## config.mk

```make
export PLATFORM = sky130hd
export DESIGN_NAME = lcd_timing_gen
export DESIGN_NICKNAME = d
export VERILOG_FILES = /design/src/rtl/lcd_timing_pkg.sv /design/src/rtl/lcd_timing_ctrl.sv /design/src/rtl/lcd_timing_dp.sv /design/src/rtl/lcd_timing_gen.sv
export SDC_FILE = /design/constraint.sdc
export NUM_CORES = 1
export LEC_CHECK = 0
export BUFFER_PORTS_ARGS = -buffer_cell sky130_fd_sc_hd__buf_2
export CORE_MARGIN = 2
export CORE_UTILIZATION = 42
export CTS_BUF_LIST = sky130_fd_sc_hd__clkbuf_2
export DETAILED_ROUTE_END_ITERATION = 6
export GPL_ROUTABILITY_DRIVEN = 0
export PLACE_DENSITY = 0.7
export SYNTH_ARGS = -nofsm -noshare
export SYNTH_HDL_FRONTEND = slang
export SYNTH_SLANG_ARGS = --single-unit
```

## constraint.sdc

```tcl
create_clock -name clk -period 4.5 [get_ports clk]
set_input_delay 0.9 -clock clk [delete_from_list [all_inputs] [get_ports clk]]
set_output_delay 0.9 -clock clk [all_outputs]
set_load 0.01 [all_outputs]
```

## src/rtl/lcd_timing_pkg.sv

```systemverilog
package lcd_timing_pkg;
  typedef struct packed {
    logic clear;      // generator disabled, hold counters at zero
    logic hWrap;      // last pixel of the line
    logic vWrap;      // last pixel of the frame
    logic lineStart;  // first pixel of a line
  } tgStrobe_t;
endpackage

```

## src/rtl/lcd_timing_ctrl.sv

```systemverilog
module lcd_timing_ctrl
  import lcd_timing_pkg::*;
#(
  parameter int H_W = 11,
  parameter int V_W = 10
) (
  input  logic           clk,
  input  logic           rst_n,
  input  logic           enable,
  input  logic [H_W-1:0] hCount,
  input  logic [V_W-1:0] vCount,
  input  logic [H_W-1:0] hTotal,
  input  logic [V_W-1:0] vTotal,
  input  logic [V_W-1:0] matchLine,
  input  logic           irqEn,
  input  logic           matchClr,
  output tgStrobe_t      strb,
  output logic           matchStat,
  output logic           irq
);
  localparam logic [H_W-1:0] H_ONE = H_W'(1);
  localparam logic [V_W-1:0] V_ONE = V_W'(1);

  logic lastPix;
  logic lastLine;
  logic lineHit;

  always_comb begin
    lastPix        = (hCount == hTotal - H_ONE);
    lastLine       = (vCount == vTotal - V_ONE);
    strb.clear     = !enable;
    strb.hWrap     = enable && lastPix;
    strb.vWrap     = enable && lastPix && lastLine;
    strb.lineStart = enable && (hCount == '0);
    lineHit        = strb.lineStart && (vCount == matchLine);
  end

  // Sticky match flag: a set beats a clear in the same cycle
  always_ff @(posedge clk or negedge rst_n) begin
    if (!rst_n)        matchStat <= 1'b0;
    else if (lineHit)  matchStat <= 1'b1;
    else if (matchClr) matchStat <= 1'b0;
  end

  assign irq = matchStat && irqEn;

  p_match_set_r7: assert property (@(posedge clk) disable iff (!rst_n)
    (enable && hCount == '0 && vCount == matchLine) |=> matchStat);

  p_match_hold_r8: assert property (@(posedge clk) disable iff (!rst_n)
    (matchStat && !matchClr) |=> matchStat);

  p_match_fall_r8: assert property (@(posedge clk) disable iff (!rst_n)
    $fell(matchStat) |-> $past(matchClr));
endmodule

```

## src/rtl/lcd_timing_dp.sv

```systemverilog
module lcd_timing_dp
  import lcd_timing_pkg::*;
#(
  parameter int H_W = 11,
  parameter int V_W = 10
) (
  input  logic           clk,
  input  logic           rst_n,
  input  tgStrobe_t      strb,
  input  logic [H_W-1:0] hSyncEnd,
  input  logic [H_W-1:0] hDispStart,
  input  logic [H_W-1:0] hActive,
  input  logic [V_W-1:0] vSyncEnd,
  input  logic [V_W-1:0] vDispStart,
  input  logic [V_W-1:0] vActive,
  input  logic [1:0]     syncPol,
  output logic [H_W-1:0] hCount,
  output logic [V_W-1:0] vCount,
  output logic           hSync,
  output logic           vSync,
  output logic           dispEn,
  output logic           vSyncStat,
  output logic           vBlankStat
);
  localparam int HE_W = H_W + 1;
  localparam int VE_W = V_W + 1;

  logic [HE_W-1:0] hActEnd;
  logic [VE_W-1:0] vActEnd;
  logic inHSync, inVSync, inHAct, inVAct, running;

  // Counters
  always_ff @(posedge clk or negedge rst_n) begin
    if (!rst_n) begin
      hCount <= '0;
      vCount <= '0;
    end else if (strb.clear) begin
      hCount <= '0;
      vCount <= '0;
    end else if (strb.hWrap) begin
      hCount <= '0;
      vCount <= strb.vWrap ? '0 : vCount + V_W'(1);
    end else begin
      hCount <= hCount + H_W'(1);
    end
  end

  // Window decode
  always_comb begin
    running    = !strb.clear;
    hActEnd    = {1'b0, hDispStart} + {1'b0, hActive};
    vActEnd    = {1'b0, vDispStart} + {1'b0, vActive};
    inHSync    = running && (hCount < hSyncEnd);
    inVSync    = running && (vCount < vSyncEnd);
    inHAct     = ({1'b0, hCount} >= {1'b0, hDispStart}) && ({1'b0, hCount} < hActEnd);
    inVAct     = ({1'b0, vCount} >= {1'b0, vDispStart}) && ({1'b0, vCount} < vActEnd);
    dispEn     = running && inHAct && inVAct;
    hSync      = ~(inHSync ^ syncPol[0]);
    vSync      = ~(inVSync ^ syncPol[1]);
    vSyncStat  = inVSync;
    vBlankStat = !(running && inVAct);
  end

  p_hwrap_r1: assert property (@(posedge clk) disable iff (!rst_n)
    strb.hWrap |=> (hCount == '0));

  p_hstep_r1: assert property (@(posedge clk) disable iff (!rst_n)
    (!strb.clear && !strb.hWrap) |=> (hCount == $past(hCount) + H_W'(1)));

  p_vstep_r2: assert property (@(posedge clk) disable iff (!rst_n)
    (strb.hWrap && !strb.vWrap) |=> (vCount == $past(vCount) + V_W'(1)));

  p_vwrap_r2: assert property (@(posedge clk) disable iff (!rst_n)
    strb.vWrap |=> (vCount == '0));

  p_hold_r9: assert property (@(posedge clk) disable iff (!rst_n)
    strb.clear |=> (hCount == '0 && vCount == '0));
endmodule

```

## src/rtl/lcd_timing_gen.sv

```systemverilog
module lcd_timing_gen
  import lcd_timing_pkg::*;
#(
  parameter int H_W = 11,
  parameter int V_W = 10
) (
  input  logic           clk,
  input  logic           rst_n,
  input  logic           enable,
  input  logic [H_W-1:0] hSyncEnd,
  input  logic [H_W-1:0] hDispStart,
  input  logic [H_W-1:0] hActive,
  input  logic [H_W-1:0] hTotal,
  input  logic [V_W-1:0] vSyncEnd,
  input  logic [V_W-1:0] vDispStart,
  input  logic [V_W-1:0] vActive,
  input  logic [V_W-1:0] vTotal,
  input  logic [1:0]     syncPol,
  input  logic [V_W-1:0] matchLine,
  input  logic           irqEn,
  input  logic           matchClr,
  output logic [H_W-1:0] hCount,
  output logic [V_W-1:0] lineNum,
  output logic           hSync,
  output logic           vSync,
  output logic           dispEn,
  output logic           vSyncStat,
  output logic           vBlankStat,
  output logic           matchStat,
  output logic           irq
);
  tgStrobe_t strb;

  lcd_timing_ctrl #(.H_W(H_W), .V_W(V_W)) u_ctrl (
    .clk(clk), .rst_n(rst_n), .enable(enable),
    .hCount(hCount), .vCount(lineNum),
    .hTotal(hTotal), .vTotal(vTotal),
    .matchLine(matchLine), .irqEn(irqEn), .matchClr(matchClr),
    .strb(strb), .matchStat(matchStat), .irq(irq)
  );

  lcd_timing_dp #(.H_W(H_W), .V_W(V_W)) u_dp (
    .clk(clk), .rst_n(rst_n), .strb(strb),
    .hSyncEnd(hSyncEnd), .hDispStart(hDispStart), .hActive(hActive),
    .vSyncEnd(vSyncEnd), .vDispStart(vDispStart), .vActive(vActive),
    .syncPol(syncPol),
    .hCount(hCount), .vCount(lineNum),
    .hSync(hSync), .vSync(vSync), .dispEn(dispEn),
    .vSyncStat(vSyncStat), .vBlankStat(vBlankStat)
  );
endmodule

```

-- Word-level counts from Yosys, hierarchy flattened
Cells that the tools add are included.
- add/subtract/negate cells: 6
- equality and inequality tests: 4
- multiplexer cells: 7
- reductions and logical operators: 15
- $lt $le $gt $ge: 6
- bitwise gates (word level): 4
- operator list (kind ; number):
    $mux W10 ; 3
    $mux W11 ; 2
    $eq A10 B10 Y1 ; 2
    $add A11 B11 Y12 ; 1
    $logic_and A1 B1 Y1 ; 12
    $lt A11 B12 Y1 ; 1
    $add A10 B10 Y11 ; 1
    $add A11 B1 Y11 const B ; 1
    $eq A11 B11 Y1 ; 1
    $ge A11 B11 Y1 ; 1
    $logic_not A11 Y1 ; 1
    $lt A10 B11 Y1 ; 1
    $lt A11 B11 Y1 ; 1
    $sub A11 B1 Y11 const B ; 1
    $add A10 B1 Y10 const B ; 1
    $ge A10 B10 Y1 ; 1
    $lt A10 B10 Y1 ; 1
    $sub A10 B1 Y10 const B ; 1
    $mux W1 ; 2
    $ne A2 B1 Y1 const B ; 1
    $not A1 Y1 ; 2
    $reduce_bool A2 Y1 ; 1
    $xor A1 B1 Y1 ; 2
    $logic_not A1 Y1 ; 1
- output and inout port bits: 28
- register bits after elaboration: 22
- bits of input ports: 101
- logic and storage cells: 45

-- Depth between registers and ports, before layout
Gate-level depths: netlist (run 1).
- word-level depth: 7
- mapped depth: 14

-- Modules after synthesis
Synthesis (run 1) repeated with hierarchy kept, for this count alone.
- cell total of the unflattened synthesis: 528
- area, all modules: 4181.5 sq um
- by module, submodules not included (module ; sequential area each (sq um) ; area an instance (sq um) ; instances ; cells an instance):
    lcd_timing_dp ; 525.5 ; 3239.4 ; 1 ; 398
    lcd_timing_ctrl ; 25.0 ; 942.2 ; 1 ; 130

-- Worst setup path after synthesis (run 1)
No wires, ideal clock.
- path kind: input -> output
- from: input hDispStart[0]
- to: output dispEn
- stages: 13
- buffers on the path: 0
- data arrival time: 3.773 ns
- slack: -0.173 ns
- path through: ha_1 -> fa_1 -> a21o_1 -> a21oi_1 -> o21bai_1 -> a2111oi_0 -> o31ai_1 -> a21oi_1 -> xor2_1 -> ha_1 -> a21oi_1 -> o21ai_0 -> a311oi_1
- word-level cells in the longest chain between the ends: 5
- ends and longest elaborated chain (item ; RTL line ; text):
    start: declaration ; lcd_timing_gen.sv:11 ; input logic [H_W-1:0] hDispStart,
    $add A11 B11 Y12 ; lcd_timing_dp.sv:51 ; hActEnd = {1'b0, hDispStart} + {1'b0, hActive};
    $lt A11 B12 Y1 ; lcd_timing_dp.sv:55 ; inHAct = ({1'b0, hCount} >= {1'b0, hDispStart}) && ({1'b0, hCount} < hActEnd);
    $logic_and A1 B1 Y1 (*) ; lcd_timing_dp.sv:55 ;
    $logic_and A1 B1 Y1 (*) (2 in a row) ; lcd_timing_dp.sv:57 ; dispEn = running && inHAct && inVAct;
    end: declaration ; lcd_timing_gen.sv:26 ; output logic dispEn,
Mark *: on every way between the ends. The rest lies on a longest branch, timed or not.

-- Final worst setup path (run 1)
Same ends and word-level chain as after synthesis.

==> results of run 1 <==
==> timing repair <==
item / in CTS / in global routing
endpoints found under the setup margin: 2 / 2
hold buffers: 0 / 0
gates resized for setup: 18 / 9
setup buffers: 1 / 1
pin swaps: 17 / 16
==> cells in the mapped netlist (all sizes together), types with 5 or more instances <==
master	number
a2111oi	8
a211o	5
a21o	14
a21oi	30
a41o	8
and3	15
clkbuf	9
dfrtp	22
ha	85
inv	71
nand2	22
nand2b	11
nand3	13
nand4	9
nor2	24
nor3	10
nor4	6
o21ai	20
o32ai	9
or3	10
xnor2	26
xor2	34
==> cell families after synthesis <==
family,count (synthesis),synth area share [%]
buffers and inverters,83,7.69
adders and majority gates,87,26.2
and+or+nand+nor,142,18.9
xor gates and xnor gates,60,12.5
DFF,22,13.1
AOI/OAI and AO/OA,124,21.7
==> state kept, by name, summed over array words and instances (netlist names) <==
register          cells
u_dp.vCount          10
u_ctrl.matchStat      1
u_dp.hCount          11
==> worst max-delay path by stage <==
stage,from,endpoint,slack [ns],depth (start not counted)
4_1_cts,hDispStart[0],dispEn,-0.09,15
5_1_grt,hDispStart[0],dispEn,-0.26,15
3_3_place_gp,hDispStart[0],dispEn,-0.32,15
3_5_place_dp,hDispStart[0],dispEn,-0.37,15
2_1_floorplan,hDispStart[0],dispEn,0.04,13
6_report,hDispStart[0],dispEn,-0.12,15
==> area by class of cell <==
type | instances | area share [%]
multi-input cells | 413 | 65.9
clock inverters | 1 | 0.0714
repair buffers | 146 | 15.1
well taps | 133 | 3.17
flip-flops and latches | 22 | 10.5
clock buffers | 3 | 0.286
inverters | 71 | 5.07
==> worst register-to-register path: cells and delay by family (launching register included) <==
| family | cells | cell delay (ns) |
|---|---|---|
| AOI/OAI and AO/OA | 4 | 0.87 |
| buffers and inverters | 1 | 0.24 |
| DFF | 1 | 0.63 |
| and+or+nand+nor | 3 | 0.92 |
==> per-stage QoR <==
step | power (W) | util [%] | setup slack (ns)
finish | 0.000853 | 53.8 | -0.116
global route | 0.000936 | 53.8 | -0.258
global placement | 0.000717 | 52.2 | -0.323
CTS | 0.000841 | 53.1 | -0.0925
floorplan | 0.000567 | - | 0.0447
detailed placement | 0.000740 | 52.2 | -0.367
==> layer usage <==
metal	track usage (%)	vias to the layer above
met5	0	-
met4	1.54	0
met3	2.44	2
met2	38.9	128
met1	25.9	2045
li1	-	2153
==> report_power, final <==
group           total, W  switching [W]  internal [W]  leakage (nW)
combinational   0.000510       0.000261      0.000250          2.60
sequential      0.000260      0.0000491      0.000211         0.297
clock          0.0000827      0.0000634     0.0000193        0.0140
total           0.000853       0.000373      0.000480          2.91
==> metrics, run 1 <==
status=complete, but fails checks; failing checks=negative setup slack; Placed Instances=783; final setup TNS=-0.116 ns; Yosys reg bits=22; startpoint types=input pin; fill count=937; Tot GR Track Use=20.6%; met2 wire length=between 5 and 6 mm; CP endpoint kind=output pin; final setup vio count=1; Synth Flop Type=dfrtp_1; R2R depth=8; commonest non-fill, non-tap cell in the layout=buf_2; fin crit share=103%; htree depth=1; initial antenna violation count=0; first-pass GRT wire length=19.2 mm; WP buf/inv=2; highest routed layer=met4; Synth Instances=between 500 and 600; pwr/cell area=about 160 nW/um^2; MaxCap Viol Count=0; Max Root-Sink Buffers=2; R2R Path End=u_dp.vCount[2]$_DFFE_PN0P_; Post-DP Area=5100 um^2; peak fanout along the critical path=2; slowest stage delay, CP=a little under 0.4 ns; number of distinct library cells after synthesis=61; reg2reg start=u_dp.hCount[8]$_DFF_PN0_; routed length on met1=5.04 mm; num ports=roughly 130; routed wl met3=565 um; post-DR wirelength/cell=14.5 um; Initial Util=43.1%; Peak supply drop=74.0 uV; n_diodes=0; net count after synthesis=706; post-route clock skew=0.0171 ns; number of global-route vias before repair=4283; Vias/cell=5.49; placed wire-length estimate=~9 mm; Remaining DRCs=0; nets@finish=845; Slew HR=63.0%; clk slew on worst S/H paths=0.23 ns; DRT Pass-1 Iters=4; R2R Setup Slk=1.81 ns; Slew Viols, Final=0; Finished Layout Cells=789; area of the multi-input gates=3460 um^2; DIE AREA=10900 um^2; CP delay by family, top=compound AO/OA/AOI/OAI gates; fin crit period=approximately 4.6 ns; GR Overflow Total=0; synth warn=0; final hold vios=0; Die Wd=approximately 100 um; Hold Path Class=input pin to async pin; Routed WL=roughly 11 mm; worst hold margin=between 0.4 and 0.5 ns; Post-DRT Antenna Nets=0; PortBufs=between 100 and 150; Worst-Skew Late Latency=0.34 ns; area leader, netlist=ha_1; Final Cell Area=5260 um^2; register area share after synthesis=between 10% and 20%; worst setup margin=-0.116 ns; largest net degree at the start of global routing=23; ranking of synthesized cells by area=ha_1 (25%), dfrtp_1 (13%), xor2_1 (7.1%), inv_1 (6.3%), xnor2_1 (5.4%); cts bufs inserted=3; CP Cell Sequence=buf_8 -> ha_4 -> fa_2 -> a21o_1 -> a21oi_2 -> o21bai_2 -> a2111oi_4 -> o31ai_1 -> a21oi_1 -> xor2_1 -> ha_1 -> a21oi_2 -> o21ai_2 -> a311oi_2 -> buf_2; EDFF count, synth=0; Slew @ Worst Pin=~0.55 ns; asr flop ratio synth=100%; RSZ-0062 raised after global routing=true; CP Data Arrival Time=3.72 ns; core region area=9770 um^2; via count=4328; commonest non-fill, non-tap cells in the layout=buf_2 (126), ha_1 (84), inv_1 (71), xor2_1 (34); WP data required=3.60 ns; row count=36; clock sinks=22; top cell type's share of synthesized area=25.2%; post-synthesis cell area=4220 um^2; leak pwr=2.91 nW; Syn Area/Cell=8.14 um^2; Reg area=551 um^2; clk root buf=clkbuf_2; initial DRC count=124; CTS tree=built; layout cells sized above 1=a little over a quarter; die height=104 um; Area Growth Syn to Fin=24.6%; Fmax=approximately 0.22 GHz; CP Class=input pin to output pin; crit-path most repeated cell=a21oi_2; slowest library cell on the worst path=a2111oi_4
Power figures use the tool's default switching activity.
==> run 2: changes to the inputs <==
==> constraint.sdc (replaced) <==
create_clock -name clk -period 4.5 [get_ports clk]
set_input_delay 0.9 -clock clk [delete_from_list [all_inputs] [get_ports clk]]
set_output_delay 0.9 -clock clk [all_outputs]
set_load 0.005 [all_outputs]
==> metrics, run 2 (synthesis results as in run 1) <==
startpoint types=input pin; nets@finish=between 800 and 900; Slew @ Worst Pin=0.580 ns; largest registers in the final layout=u_dp.hCount: 11 flops, u_dp.vCount: 10 flops, u_ctrl.matchStat: 1 flops; core region area=slightly below 10000 um^2; CP Data Arrival Time=3.76 ns; row count=36; Int Pwr=0.000541 W; Sw Pwr=about 0.00037 W; status=complete, but fails checks; reg2reg start=u_dp.hCount[9]$_DFF_PN0_; Die Wd=between 100 and 150 um; clock share of power=15.5%; leak pwr=2.94 nW; CTS tree=built; Slew HR=between 60 and 70%; initial antenna violation count=0; final hold vios=0; switching share of power=between 40% and 50%; Post-DRT Antenna Nets=0; via count=4296; Worst-Skew Late Latency=between 0.3 and 0.4 ns; cts bufs inserted=3; Sequential Power Share=just under 30%; Max Root-Sink Buffers=2; number of global-route vias before repair=4314; Comb pwr share=55.5%; slowest library cell on the worst path=a2111oi_4; clk slew on worst S/H paths=around 0.24 ns; PortBufs=between 100 and 150; DIE AREA=10900 um^2; fin crit share=104%; final setup vio count=1; n_diodes=0; clk root buf=clkbuf_2; Tot GR Track Use=20.5%; Slew Viols, Final=0; RSZ-0062 raised after global routing=true; CP endpoint kind=output pin; R2R depth=8; num ports=129; fin crit period=4.66 ns; R2R Path End=u_dp.vCount[5]$_DFFE_PN0P_; Placed Instances=a little under 800; R2R Setup Slk=roughly 1.7 ns; first-pass GRT wire length=around 19 mm; Fmax=0.215 GHz; Peak supply drop=104 uV; post-DR wirelength/cell=14.6 um; layout cells sized above 1=27.7%; commonest non-fill, non-tap cells in the layout=buf_2 (126), ha_1 (84), inv_1 (70), xor2_1 (34), a21oi_1 (27); Hold Path Class=input pin to async pin; CP Cell Sequence=buf_2 -> ha_1 -> a21o_1 -> a21oi_2 -> o21bai_2 -> a2111oi_4 -> buf_4 -> o31ai_1 -> a21oi_1 -> xor2_1 -> ha_1 -> inv_2 -> a2111oi_4 -> a211o_1 -> a31o_2 -> a311oi_2 -> buf_2; die height=104 um; largest net degree at the start of global routing=23; Top reg by flops=u_dp.hCount; htree depth=1; max reg flops=11; DRT Pass-1 Iters=4; failing checks=negative setup slack; Area Growth Syn to Fin=25.9%; final setup TNS=-0.158 ns; Remaining DRCs=0; CP Class=input pin to output pin; Vias/cell=roughly 5.4; slowest stage delay, CP=0.38 ns; pwr/cell area=172 nW/um^2; placed wire-length estimate=9.13 mm; peak fanout along the critical path=2; Routed WL=between 10 and 15 mm; worst setup margin=-0.158 ns; initial DRC count=220; post-route clock skew=0.0258 ns; clock sinks=22; MaxCap Viol Count=0; WP data required=3.60 ns; GR Overflow Total=0; Initial Util=43.1%; commonest non-fill, non-tap cell in the layout=buf_2; Finished Layout Cells=793
## run 2: power groups by stage
stage               clock (W)  combinational (W)  sequential, W
floorplan                   0           0.000316       0.000243
detailed placement          0           0.000468       0.000269
finish               0.000142           0.000506       0.000265
global route         0.000148           0.000574       0.000270
global placement            0           0.000445       0.000268
CTS                  0.000141           0.000491       0.000265
## run 2: worst max-delay path by stage
stage                              from      to  slack, ns  cells after the start
after floorplan           hDispStart[0]  dispEn       0.04                     13
after global placement    hDispStart[0]  dispEn      -0.33                     15
after CTS                 hDispStart[0]  dispEn      -0.08                     15
final                     vDispStart[1]  dispEn      -0.16                     17
after global routing      vDispStart[1]  dispEn      -0.35                     17
after detailed placement  hDispStart[0]  dispEn      -0.41                     15
## run 2: repair_timing
item | 4_1_cts | 5_1_grt
buffers inserted | 4 | 1
pin swaps | 20 | 4
endpoints found under the setup margin | 2 | 2
hold buffers | 0 | 0
gates resized for setup | 19 | 9
## run 2: metrics by stage
step                      worst slack, ns  hold WS, ns  util [%]  instance area, um^2  power [W]
after global routing               -0.354        0.493      54.3                 5310   0.000992
final                              -0.158        0.470      54.3                 5310   0.000912
after floorplan                    0.0432        0.536         -                 4220   0.000559
after detailed placement           -0.410        0.564      52.2                 5100   0.000737
after global placement             -0.333        0.548      52.2                 5100   0.000713
after CTS                         -0.0798        0.495      53.7                 5250   0.000897
## run 2: layer usage
layer  vias to the layer above  part of all wire [%]  global-route usage, %
met5                         -                     0                      0
met2                        94                    50                   36.7
met3                        12                   4.1                   2.26
li1                       2165                     -                      -
met4                         0                   1.2                   5.12
met1                      2025                    45                   26.3
## run 2: area by class of cell
type                            count  area (um^2)
Fill cell                         937         4470
Multi-Input combinational cell    413         3460
Timing Repair Buffer              150          822
Sequential cell                    22          551
Inverter                           71          267
Tap cell                          133          166
Clock inverter                      1         30.0
Clock buffer                        3         15.0
## run 2: worst max-delay path, delay by kind of cell
family,cells,cell delay (ns)
buffers and inverters,4,0.51
AO/OA/AOI/OAI,10,1.78
XOR/XNOR,1,0.09
adder cells (fa/ha/maj),2,0.48
==> run 3: changes to the inputs <==
- SYNTH_HIERARCHICAL: not set -> 1
==> metrics, run 3 <==
status=finished, final reports clean; slowest library cell on the worst path=fa_2; Slew HR=57.9%; WP data required=3.60 ns; post-route clock skew=0.0126 ns; Synth Instances=about 530; fin crit period=around 4.4 ns; GR Overflow Total=0; CP Cell Sequence=buf_8 -> ha_4 -> fa_2 -> nand2_2 -> a21oi_2 -> o311a_1 -> o21ai_1 -> nand2b_1 -> xnor2_1 -> ha_1 -> a21o_1 -> a21oi_2 -> nor2_2 -> a21oi_2 -> o211ai_2 -> nor3_2 -> buf_2; placed wire-length estimate=9.15 mm; via count=about 4400; leak pwr=2.75 nW; synth warn=6; post-synthesis cell area=4180 um^2; net count after synthesis=715; CP Class=input pin to output pin; number of distinct library cells after synthesis=69; CP Data Arrival Time=between 3 and 4 ns; Yosys reg bits=22; commonest non-fill, non-tap cell in the layout=buf_2; Area Growth Syn to Fin=24.6%; max reg flops=11; htree depth=1; Die Wd=104 um; worst hold margin=0.487 ns; nets@finish=855; Synth top cells by count=ha_1 (84), inv_1 (60), a21oi_1 (37); EDFF count, synth=0; Post-DRT Antenna Nets=0; largest net degree at the start of global routing=23; crit-path most repeated cell=a21oi_2; area leader, netlist=ha_1; final setup vio count=0; cell with the most instances after synthesis=ha_1; Vias/cell=5.52; initial DRC count=192; Int Pwr=between 0.0004 and 0.0005 W; pwr/cell area=133 nW/um^2; num ports=between 100 and 150; Worst-Skew Late Latency=between 0.3 and 0.4 ns; Sequential Power Share=30.0%; Routed WL=11.7 mm; number of global-route vias before repair=4316; Tot GR Track Use=a little over a fifth; core region area=9730 um^2; CTS tree=built; Fmax=0.225 GHz; asr flop ratio synth=100%; largest registers in the final layout=u_dp/hCount: 11 flops, u_dp/vCount: 10 flops, u_ctrl/matchStat: 1 flops; Max Root-Sink Buffers=2; top cell type's share of synthesized area=approximately a quarter; Slew @ Worst Pin=0.626 ns; first-pass GRT wire length=19.5 mm; Remaining DRCs=0; row count=36; RSZ-0062 raised after global routing=true; Slew Viols, Final=0; DIE AREA=approximately 11000 um^2; fin crit share=98.8%; n_diodes=0; post-DR wirelength/cell=14.6 um; commonest non-fill, non-tap cells in the layout=buf_2 (123), ha_1 (82), inv_1 (60), nor2_1 (34), a21oi_1 (34); Synth Flop Type=dfrtp_1; peak fanout along the critical path=2; Comb pwr share=49.5%; DRT Pass-1 Iters=4; clock share of power=roughly a fifth; switching share of power=36.2%; startpoint types=input pin; clk slew on worst S/H paths=0.23 ns; Final Cell Area=5210 um^2; Post-DP Area=5020 um^2; CP endpoint kind=output pin; hold bufs inserted after CTS=0; cts bufs inserted=3; Initial Util=43.0%; Hold Path Class=input pin to async pin; Top reg by flops=u_dp/hCount; initial antenna violation count=0; Sw Pwr=approximately 0.00025 W; Peak supply drop=93.8 uV; final hold vios=0; PortBufs=about 130; die height=104 um; clock sinks=22; MaxCap Viol Count=0; layout cells sized above 1=25.6%; ranking of synthesized cells by area=ha_1 (25%), dfrtp_1 (13%), xnor2_1 (6.5%), xor2_1 (5.7%), inv_1 (5.4%); register area share after synthesis=a little over an eighth; clk root buf=clkbuf_2; R2R Setup Slk=1.16 ns; slowest stage delay, CP=0.34 ns; Syn Area/Cell=about 7.9 um^2
==> run 3: cell types whose count changed after synthesis, moves of 7 or more <==
cell and delta:
o32ai_1 -8, nor2_1 +11, a41o_1 -7, o21ai_1 +11, nand2_1 +8, clkbuf_1 -8, xor2_1 -7, nor2b_1 +7
inv_1 -11, and3_1 -10, a21oi_1 +7
==> run 3: final cells by class <==
class / count / area, um^2
Fill cell: 902 / 4520
Multi-Input combinational cell: 443 / 3470
Timing Repair Buffer: 138 / 751
Sequential cell: 22 / 551
Inverter: 60 / 225
Tap cell: 133 / 166
Clock inverter: 1 / 30.0
Clock buffer: 3 / 15.0
==> run 3: timing repair <==
| item | CTS | global route |
|---|---|---|
| setup buffers | 1 | 3 |
| gates resized for setup | 11 | 12 |
| endpoints found under the setup margin | 2 | 2 |
| pin swaps | 16 | 8 |
==> run 3: stage by stage <==
stage	setup TNS, ns	worst slack (ns)	instances	utilization, %	total power [W]
global route	-0.0762	-0.0762	800	53.5	0.000751
floorplan	0	0.258	528	-	0.000416
CTS	0	0.00222	797	52.7	0.000684
global placement	-0.0765	-0.0765	792	51.6	0.000520
detailed placement	-0.227	-0.155	792	51.6	0.000534
finish	0	0.0526	800	53.5	0.000692
==> run 3: final timing paths <==
kind,startpoint,to,cells past startpoint
setup / recovery,vDispStart[0],dispEn,17
hold / removal,rst_n,u_dp/vCount[1]$_DFFE_PN0P_,1
setup reg to reg,u_dp/hCount[7]$_DFF_PN0_,u_dp/vCount[7]$_DFFE_PN0P_,9
hold reg to reg,u_ctrl/matchStat$_DFFE_PN0P_,u_ctrl/matchStat$_DFFE_PN0P_,2
max in group asynchronous,rst_n,u_dp/vCount[0]$_DFFE_PN0P_,1
min in group clk,u_ctrl/matchStat$_DFFE_PN0P_,u_ctrl/matchStat$_DFFE_PN0P_,2
==> run 3: power by group through the flow <==
stage	Combinational (W)	Clock (W)	Sequential [W]
2_1_floorplan	0.000207	0	0.000209
6_report	0.000343	0.000142	0.000208
5_1_grt	0.000388	0.000155	0.000209
4_1_cts	0.000332	0.000144	0.000208
3_3_place_gp	0.000309	0	0.000211
3_5_place_dp	0.000323	0	0.000211
==> run 3: cells by family after synthesis <==
family / synth area share, %
adder cells (fa/ha/maj): 26.1
XOR/XNOR: 12.1
buffers and inverters: 5.72
flip-flops: 13.2
multiplexers: 0.479
AO/OA/AOI/OAI: 20.5
AND/OR/NAND/NOR: 21.9
==> run 3: per-layer routing <==
layer	vias to the layer above	routed length [um]	global-route usage, %
li1	2199	-	-
met1	2055	5430	28.2
met2	144	5470	37.3
met3	14	649	2.89
met4	0	137	3.38
met5	-	0	0
==> run 3: worst max-delay path: cells and delay by family <==
| family | cells | cell delay (ns) |
|---|---|---|
| simple gates | 4 | 0.40 |
| buf+inv | 2 | 0.23 |
| xor+xnor | 1 | 0.13 |
| compound gates | 7 | 1.09 |
| fa+ha+maj | 3 | 0.81 |
